`config.mk`:
```
export PLATFORM = sky130hd
export DESIGN_NAME = mm_timer8
export DESIGN_NICKNAME = d
export VERILOG_FILES = /design/src/rtl/tmr_pkg.sv /design/src/rtl/tmr_prescale.sv /design/src/rtl/tmr_edge.sv /design/src/rtl/tmr_core.sv /design/src/rtl/mm_timer8.sv
export SDC_FILE = /design/constraint.sdc
export NUM_CORES = 1
export LEC_CHECK = 0
export BUFFER_PORTS_ARGS = -buffer_cell sky130_fd_sc_hd__clkbuf_2
export CORE_MARGIN = 5
export CORE_UTILIZATION = 40
export CTS_CLUSTER_DIAMETER = 40
export DETAILED_ROUTE_END_ITERATION = 8
export HOLD_SLACK_MARGIN = 0.1
export PLACE_DENSITY = 0.63
export SETUP_SLACK_MARGIN = 0.05
export SYNTH_ARGS = -nofsm -noshare
export SYNTH_HDL_FRONTEND = slang
export SYNTH_SLANG_ARGS = --single-unit
```
`constraint.sdc`:
```
create_clock -name clk -period 2.4 [get_ports clk]
set_input_delay 0 -clock clk [delete_from_list [all_inputs] [get_ports clk]]
set_output_delay 0 -clock clk [all_outputs]
set_load 0.005 [all_outputs]
```
`src/rtl/tmr_pkg.sv`:
```
package tmr_pkg;
    localparam int NTAP = 7;
    localparam logic [2:0] SEL_EXT = 3'd7;
    localparam logic [1:0] A_CTL = 2'd0;
    localparam logic [1:0] A_CMP = 2'd1;
    localparam logic [1:0] A_CNT = 2'd2;
    localparam logic [1:0] A_CAP = 2'd3;
    localparam logic [1:0] MD_TIMER = 2'b00;
    localparam logic [1:0] MD_PWM   = 2'b01;

    typedef struct packed {
        logic       en;
        logic [1:0] mode;
        logic [2:0] sel;
    } ctl_t;

    // number of low prescaler bits that must all be one for a tap to fire
    function automatic int tap_w(input int idx);
        case (idx)
            0: return 1;
            1: return 2;
            2: return 3;
            3: return 5;
            4: return 7;
            5: return 9;
            default: return 11;
        endcase
    endfunction
endpackage

```
`src/rtl/tmr_prescale.sv`:
```
module tmr_prescale
    import tmr_pkg::*;
#(
    parameter int PW = 11
) (
    input  logic       clk,
    input  logic       rst_n,
    input  logic       en_i,
    input  logic [2:0] sel_i,
    output logic       tick_o
);
    typedef struct packed {
        logic [PW-1:0] pre;
    } st_t;

    st_t s_d, s_q;
    logic [7:0] tk;

    generate
        for (genvar g = 0; g < NTAP; g++) begin : g_tap
            assign tk[g] = &s_q.pre[tap_w(g)-1:0];
        end
    endgenerate
    assign tk[7] = 1'b0;

    always_comb begin
        s_d = s_q;
        s_d.pre = en_i ? s_q.pre + 1'b1 : '0;
    end

    always_ff @(posedge clk or negedge rst_n) begin
        if (!rst_n) s_q <= '0;
        else        s_q <= s_d;
    end

    assign tick_o = en_i && (sel_i != SEL_EXT) && tk[sel_i];
endmodule

```
`src/rtl/tmr_edge.sv`:
```
module tmr_edge #(
    parameter int STAGES = 2
) (
    input  logic clk,
    input  logic rst_n,
    input  logic d_i,
    output logic rise_o
);
    localparam int SH = STAGES + 1;

    typedef struct packed {
        logic [SH-1:0] sh;
    } st_t;

    st_t s_d, s_q;

    always_comb begin
        s_d = s_q;
        s_d.sh = {s_q.sh[SH-2:0], d_i};
    end

    always_ff @(posedge clk or negedge rst_n) begin
        if (!rst_n) s_q <= '0;
        else        s_q <= s_d;
    end

    assign rise_o = s_q.sh[SH-2] & ~s_q.sh[SH-1];
endmodule

```
`src/rtl/tmr_core.sv`:
```
module tmr_core
    import tmr_pkg::*;
#(
    parameter int DW = 8
) (
    input  logic          clk,
    input  logic          rst_n,
    input  logic          we_i,
    input  logic [1:0]    addr_i,
    input  logic [DW-1:0] wdata_i,
    input  logic          cnt_en_i,
    input  logic          capt_i,
    output ctl_t          ctl_o,
    output logic [DW-1:0] cmp_o,
    output logic [DW-1:0] cnt_o,
    output logic [DW-1:0] cap_o,
    output logic          tog_o,
    output logic          pwm_o,
    output logic          irq_o
);
    typedef struct packed {
        ctl_t          ctl;
        logic [DW-1:0] cmp;
        logic [DW-1:0] cnt;
        logic [DW-1:0] cap;
        logic          tog;
        logic          pwm;
        logic          irq;
    } st_t;

    st_t  s_d, s_q;
    logic clr;

    assign clr = we_i && (addr_i == A_CTL) && wdata_i[0];

    always_comb begin
        s_d     = s_q;
        s_d.irq = 1'b0;
        s_d.pwm = 1'b0;
        if (!s_q.ctl.en) begin
            s_d.cnt = '0;
            s_d.tog = 1'b0;
        end else begin
            s_d.pwm = (s_q.ctl.mode == MD_PWM) && (s_q.cnt < s_q.cmp);
            if (clr) begin
                s_d.cnt = '0;
            end else if (cnt_en_i) begin
                if ((s_q.ctl.mode == MD_TIMER) && (s_q.cnt == s_q.cmp)) begin
                    s_d.cnt = '0;
                    s_d.tog = ~s_q.tog;
                    s_d.irq = 1'b1;
                end else begin
                    s_d.cnt = s_q.cnt + 1'b1;
                end
            end
            if (s_q.ctl.mode[1] && capt_i) s_d.cap = s_q.cnt;
        end
        if (we_i) begin
            case (addr_i)
                A_CTL: begin
                    s_d.ctl.en   = wdata_i[7];
                    s_d.ctl.mode = wdata_i[5:4];
                    s_d.ctl.sel  = wdata_i[3:1];
                end
                A_CMP:   s_d.cmp = wdata_i;
                default: ;
            endcase
        end
    end

    always_ff @(posedge clk or negedge rst_n) begin
        if (!rst_n) s_q <= '0;
        else        s_q <= s_d;
    end

    assign ctl_o = s_q.ctl;
    assign cmp_o = s_q.cmp;
    assign cnt_o = s_q.cnt;
    assign cap_o = s_q.cap;
    assign tog_o = s_q.tog;
    assign pwm_o = s_q.pwm;
    assign irq_o = s_q.irq;
endmodule

```
`src/rtl/mm_timer8.sv`:
```
module mm_timer8
    import tmr_pkg::*;
#(
    parameter int DW     = 8,
    parameter int PW     = 11,
    parameter int STAGES = 2
) (
    input  logic          clk,
    input  logic          rst_n,
    input  logic          bus_we,
    input  logic [1:0]    bus_addr,
    input  logic [DW-1:0] bus_wdata,
    output logic [DW-1:0] bus_rdata,
    input  logic          ext_cnt_i,
    input  logic          cap_stb_i,
    output logic          tog_o,
    output logic          pwm_o,
    output logic          irq_o
);
    ctl_t          ctl_w;
    logic [DW-1:0] cmp_w, cnt_w, cap_w;
    logic          pre_tick, ext_rise, cnt_en;

    tmr_prescale #(.PW(PW)) u_pre (
        .clk    (clk),
        .rst_n  (rst_n),
        .en_i   (ctl_w.en),
        .sel_i  (ctl_w.sel),
        .tick_o (pre_tick)
    );

    tmr_edge #(.STAGES(STAGES)) u_edge (
        .clk    (clk),
        .rst_n  (rst_n),
        .d_i    (ext_cnt_i),
        .rise_o (ext_rise)
    );

    assign cnt_en = (ctl_w.sel == SEL_EXT) ? ext_rise : pre_tick;

    tmr_core #(.DW(DW)) u_core (
        .clk      (clk),
        .rst_n    (rst_n),
        .we_i     (bus_we),
        .addr_i   (bus_addr),
        .wdata_i  (bus_wdata),
        .cnt_en_i (cnt_en),
        .capt_i   (cap_stb_i),
        .ctl_o    (ctl_w),
        .cmp_o    (cmp_w),
        .cnt_o    (cnt_w),
        .cap_o    (cap_w),
        .tog_o    (tog_o),
        .pwm_o    (pwm_o),
        .irq_o    (irq_o)
    );

    always_comb begin
        case (bus_addr)
            A_CTL:   bus_rdata = DW'({ctl_w.en, 1'b0, ctl_w.mode, ctl_w.sel, 1'b0});
            A_CMP:   bus_rdata = cmp_w;
            A_CNT:   bus_rdata = cnt_w;
            default: bus_rdata = cap_w;
        endcase
    end
endmodule

```
== After elaboration in Yosys (flattened, before gate mapping) ==
Cells that the tools add are included.
Cells by class
  $add $sub $neg: 2
  order comparisons: 2
  eq/ne operators: 10
  multiplexer cells: 17
  bitwise operators: 3
  reductions and logical operators: 19
Operator list (count)
  $mux 8: 4
  $pmux 8 s3: 1
  $add 11x1->11 const B: 1
  $mux 11: 1
  $reduce_and 11->1: 1
  $mux 1: 9
  $reduce_and 9->1: 1
  $add 8x1->8 const B: 1
  $eq 8x8->1: 1
  $lt 8x8->1: 1
  $reduce_and 2->1: 4
  $logic_and 1x1->1: 7
  $reduce_and 7->1: 1
  $ne 2x2->1 const B: 3
  $ne 3x3->1 const B: 2
  $reduce_and 3->1: 2
  $reduce_and 5->1: 1
  $eq 2x1->1 const B: 2
  $logic_not 2->1: 2
  $lt 3x4->1 const B: 1
  $bmux 1 s3: 1
  $eq 3x3->1 const B: 1
  $eq 2x2->1 const B: 1
  $mux 2: 1
  2 further kinds: 3
Storage, ports and cells
  bits in registers: 47
  input port bits: 15
  output and inout port bits: 11
  logic and storage cells: 64

== Longest topological paths before layout ==
  depth after elaboration: 8
  mapped depth: 11

== Hierarchy ==
Synthesis repeated with hierarchy kept, for this count alone.
Unflattened totals
  cell total of the unflattened synthesis: 211
  area, all modules: 2492.4 um2
Modules (own cells, without submodules)
  tmr_core: times used 1, cells each 133, area each 1589.0 um2
  tmr_prescale: times used 1, cells each 59, area each 596.8 um2
  mm_timer8: times used 1, cells each 15, area each 217.7 um2
  tmr_edge: times used 1, cells each 4, area each 88.8 um2

== Worst setup path before layout ==
No wires, ideal clock.
  path kind: register -> register
  from: register u_pre.s_q[0] (netlist bit)
  to: register u_core.s_q (netlist bit u_core.cnt_o[7])
  setup time: 130 ps
  data arrival time: 2185 ps
  data required time: 2270 ps
  slack: 84 ps
  cell stages (with the launch flop): 11
  buffers on the path: 1
  path through: dfrtp_1 > ha_1 > nand3_2 > inv_2 > ha_1 > mux4_2 > o22a_4 > a21oi_4 > or2_1 > buf_6 > o31ai_2
Between the ends
  word-level cells in the longest chain between the ends: 6
  elaborated cells on any way between the ends: 11
  classes of those cells: eq/ne: 1; mux: 3; reduce/logical: 7
Ends and longest elaborated chain
  from (decl): line tmr_prescale.sv:16  | st_t s_d, s_q;
  from (signal assigned): line tmr_prescale.sv:32  | if (!rst_n) s_q <= '0;
  from (signal assigned): line tmr_prescale.sv:33  | else s_q <= s_d;
  $reduce_and 11->1 (tied with other cells): line tmr_prescale.sv:21  | assign tk[g] = &s_q.pre[tap_w(g)-1:0];
  $bmux 1 s3 *: line tmr_prescale.sv:36  | assign tick_o = en_i && (sel_i != SEL_EXT) && tk[sel_i];
  $mux 1 (implied by the code) *: line tmr_prescale.sv:36
  $logic_and 1x1->1 *: line tmr_prescale.sv:36
  $mux 1 *: line mm_timer8.sv:39  | assign cnt_en = (ctl_w.sel == SEL_EXT) ? ext_rise : pre_tick;
  $ne 3x3->1 (no source line) *
  to (signal assigned): line tmr_core.sv:72  | if (!rst_n) s_q <= '0;
  to (signal assigned): line tmr_core.sv:73  | else s_q <= s_d;
  to (decl): line tmr_core.sv:31  | st_t s_d, s_q;
Mark *: on every way between the ends. The rest lies on a longest branch, timed or not. The select of a mux whose other input is x is not followed.
A chain may end at the register's enable or synchronous reset.

== Worst setup path in the final report ==
  from: register u_pre.s_q[1] (netlist bit)
  to: register u_core.s_q (netlist bit u_core.cnt_o[7])
The elaborated chain is that of the path after synthesis.

==> results_dict.tcl <==
set metrics [dict create \
    p_sw_share_pct 31.6 \
    die_x_um 89.0 \
    area_growth_syn_to_layout_pct 19.9 \
    internal_power_uw 1350 \
    yosysTopAreaCell "dfrtp_1" \
    finalWorstSetupSlack_ns 0.126 \
    tns_ns 0 \
    synth_area_sq_mm 0.00249 \
    p_per_area_mw_per_mm2 662 \
    slew_headroom_pct 63.2 \
    core_sq_mm 0.00599 \
    cts_root_buf "clkbuf_8" \
    drt_iter0_markers 79 \
    fin_crit_sh_pct 94.7 \
    design_area_sq_mm 0.00299 \
    ys_types 40 \
    rsz0062_at_grt "false" \
    grt_use_met1_pct 19.4 \
    drv_cap 0 \
    yosysSeqAreaShare_pct 47.1 \
    syn_area_per_cell_sq_um 11.8 \
    grt_overflow_total 0 \
    grt_pass1_wl_mm 8.88 \
    cts_buffers 5 \
    period_needed_ns 2.27 \
    die_h_um 89.0 \
    busiest_layer "met2" \
    hp-class "input pin to flop" \
    worst_hold_slack_ns 0.148 \
    path_clk_slew_ns 0.09 \
    wire_per_inst_um 15.8 \
    clk_latency_ns 0.31 \
    finalHoldViolations 0 \
    cts_tree "done" \
    synth_top_area_share_pct 47.1 \
    seqPwrFrac_pct 50.7 \
    synthTopCellsByArea "dfrtp_1 47%, mux2_1 9.0%, ha_1 6.5%" \
    ys_warn_count 0 \
    antenna_found_initial 0 \
    grt_pass1_vias 1830 \
    crit_required_ns 2.58 \
    ys_ff_latch 47 \
    grt_start_max_net_pins 21 \
    path_class "flop to flop" \
    cp_max_fo 7 \
    num_vias 1757 \
    pwr-share-clk_pct 23.8 \
    row_count 28 \
    power.total_uw 1980 \
    p_comb_share_pct 25.5 \
    htree_num_levels 2 \
    arrival_ns 2.46 \
    post-route-drc-count 0 \
    clock.fmax_ghz 0.440 \
    gp_congestion 0.833 \
    setup-violations-final 0 \
    wl_mm 5.31 \
    place_ws_ns 0.0774 \
    dieArea_sq_mm 0.00792 \
    use_met2_pct 23.6 \
    ant_nets 0 \
    use_met3_pct 2.95 \
    clock-sinks 47 \
    io_buffers 25 \
    postPlaceCellArea_sq_mm 0.00275 \
    drv_slew 0 \
    via_per_inst 5.21 \
    netlist_instances 212 \
    cellLeakagePower_uw 0.00139 \
    cp-start-kind "flop" \
    pin_count 26 \
    syn_nets 240 \
    cp-end-kind "flop" \
    ir_drop_mv 0.273 \
    status "finished clean" \
    dr.pass1.iters 4 \
    power.switching_uw 626 \
    worst_slew_pin_slew_ns 0.552 \
    final_nets 289 \
    cts_max_path_buffers 2 \
    initial_utilization_pct 41.6 \
    hpwlAfterDp_mm 3.96 \
    drive_above_1_share_pct 26.0 \
    antennaDiodeCount 0 \
    fin_skew_ns 0.0107 \
    track_usage_pct 14.9 \
]
[cell usage in the layout (no fill, tap or decap), drive strengths merged, types with 4 or more instances in the layout]
cell type / instances
dfrtp: 47
clkbuf: 31
mux2: 20
o21ai: 17
nand2: 14
inv: 14
ha: 13
buf: 12
dlygate4sd3: 10
nand3: 10
and2: 9
mux4: 7
nor2b: 7
nor2: 7
xnor2: 7
nand2b: 6
o31ai: 4
[logic make-up after synthesis]
group           count (synthesis)  share of synthesized area, %
compound gates                 29                          8.98
mux                            27                          15.3
xor+xnor                        7                          2.46
fa+ha+maj                      13                          6.52
buf+inv                        19                          3.21
flops                          47                          47.1
simple gates                   70                          16.3
[power groups by stage]
stage / clock (uW) / combinational (uW) / sequential [uW]
2_1_floorplan: 0 / 332 / 966
3_3_place_gp: 0 / 459 / 1010
3_5_place_dp: 0 / 470 / 1020
4_1_cts: 484 / 489 / 1000
5_1_grt: 521 / 567 / 1020
6_report: 471 / 505 / 1000
[area by class of cell]
type                       instances  area (sq um)
clock buffer                       6          72.6
clock inverter                     2          12.5
inverter                          14          52.6
fill                             548          3000
sequential                        47          1180
multi-input combinational        146          1260
tap                               75          93.8
timing repair buffer              47           323
[what timing repair did]
action,in CTS,in global routing
pin swaps,0,4
setup buffers,0,4
hold buffers,10,0
resized for setup,1,5
setup endpoints to repair,1,8
hold endpoints to repair,52,0
[through the flow]
step / cells / utilization, %
2_1_floorplan: 212 / -
3_3_place_gp: 315 / 45.8
3_5_place_dp: 315 / 45.8
4_1_cts: 333 / 49.0
5_1_grt: 337 / 49.9
6_report: 337 / 49.9
[worst max-delay path: stages (launching register included)]
cell and delay [ns]:
dfrtp_1 0.44, ha_4 0.19, buf_4 0.13, ha_1 0.17, mux4_2 0.46, o22a_4 0.27
a21oi_4 0.13, or2_1 0.14, buf_6 0.15, o31ai_2 0.07
[routing by layer]
metal / part of all wire, % / up-vias / wire length [um]
li1: - / 851 / -
met1: 45 / 864 / 2390
met2: 49 / 28 / 2620
met3: 3.4 / 14 / 183
met4: 2.3 / 0 / 123
met5: 0 / - / 0
[path summary, 6_finish.rpt]
| check | cells after the start | endpoint | startpoint | slack, ns |
|---|---|---|---|---|
| max in group asynchronous | 3 | u_core.ctl_o[3]$_DFFE_PN0P_ | rst_n | 1.61 |
| worst min-delay path | 4 | u_core.cap_o[0]$_DFFE_PN0P_ | cap_stb_i | 0.15 |
| worst min register to register | 0 | u_edge.s_q[1]$_DFF_PN0_ | u_edge.s_q[0]$_DFF_PN0_ | 0.36 |
| worst max register to register | 9 | u_core.cnt_o[7]$_DFFE_PN0P_ | u_pre.s_q[1]$_DFF_PN0_ | 0.13 |
| min in group asynchronous | 2 | u_pre.s_q[2]$_DFF_PN0_ | rst_n | 0.18 |
| worst max-delay path | 9 | u_core.cnt_o[7]$_DFFE_PN0P_ | u_pre.s_q[1]$_DFF_PN0_ | 0.13 |
[state kept, by name, summed over array words and instances, names as in the netlist]
register,count
u_core.pwm_o,1
u_core.tog_o,1
u_core.ctl_o,6
u_core.cmp_o,8
u_core.cnt_o,8
u_pre.s_q,11
u_core.irq_o,1
u_edge.s_q,3
u_core.cap_o,8
[synth_stat cells, drive strengths merged]
| cell type | instances |
|---|---|
| xnor2 | 7 |
| inv | 14 |
| and3 | 3 |
| a22o | 2 |
| nor3b | 1 |
| buf | 3 |
| mux4 | 7 |
| nand4bb | 1 |
| dfrtp | 47 |
| and2 | 9 |
| nand3 | 10 |
| nand3b | 2 |
| nor4 | 2 |
| or2 | 1 |
| a21oi | 3 |
| nand4 | 3 |
| nor2 | 7 |
| mux2 | 20 |
| nor2b | 7 |
| nand2b | 6 |
| o21ai | 17 |
| nor3 | 3 |
| nor4bb | 1 |
| a2111o | 1 |
| nand2 | 14 |
| clkbuf | 2 |
| o22a | 1 |
| a31oi | 1 |
| o31ai | 4 |
| ha | 13 |
Power figures use the tool's default switching activity.
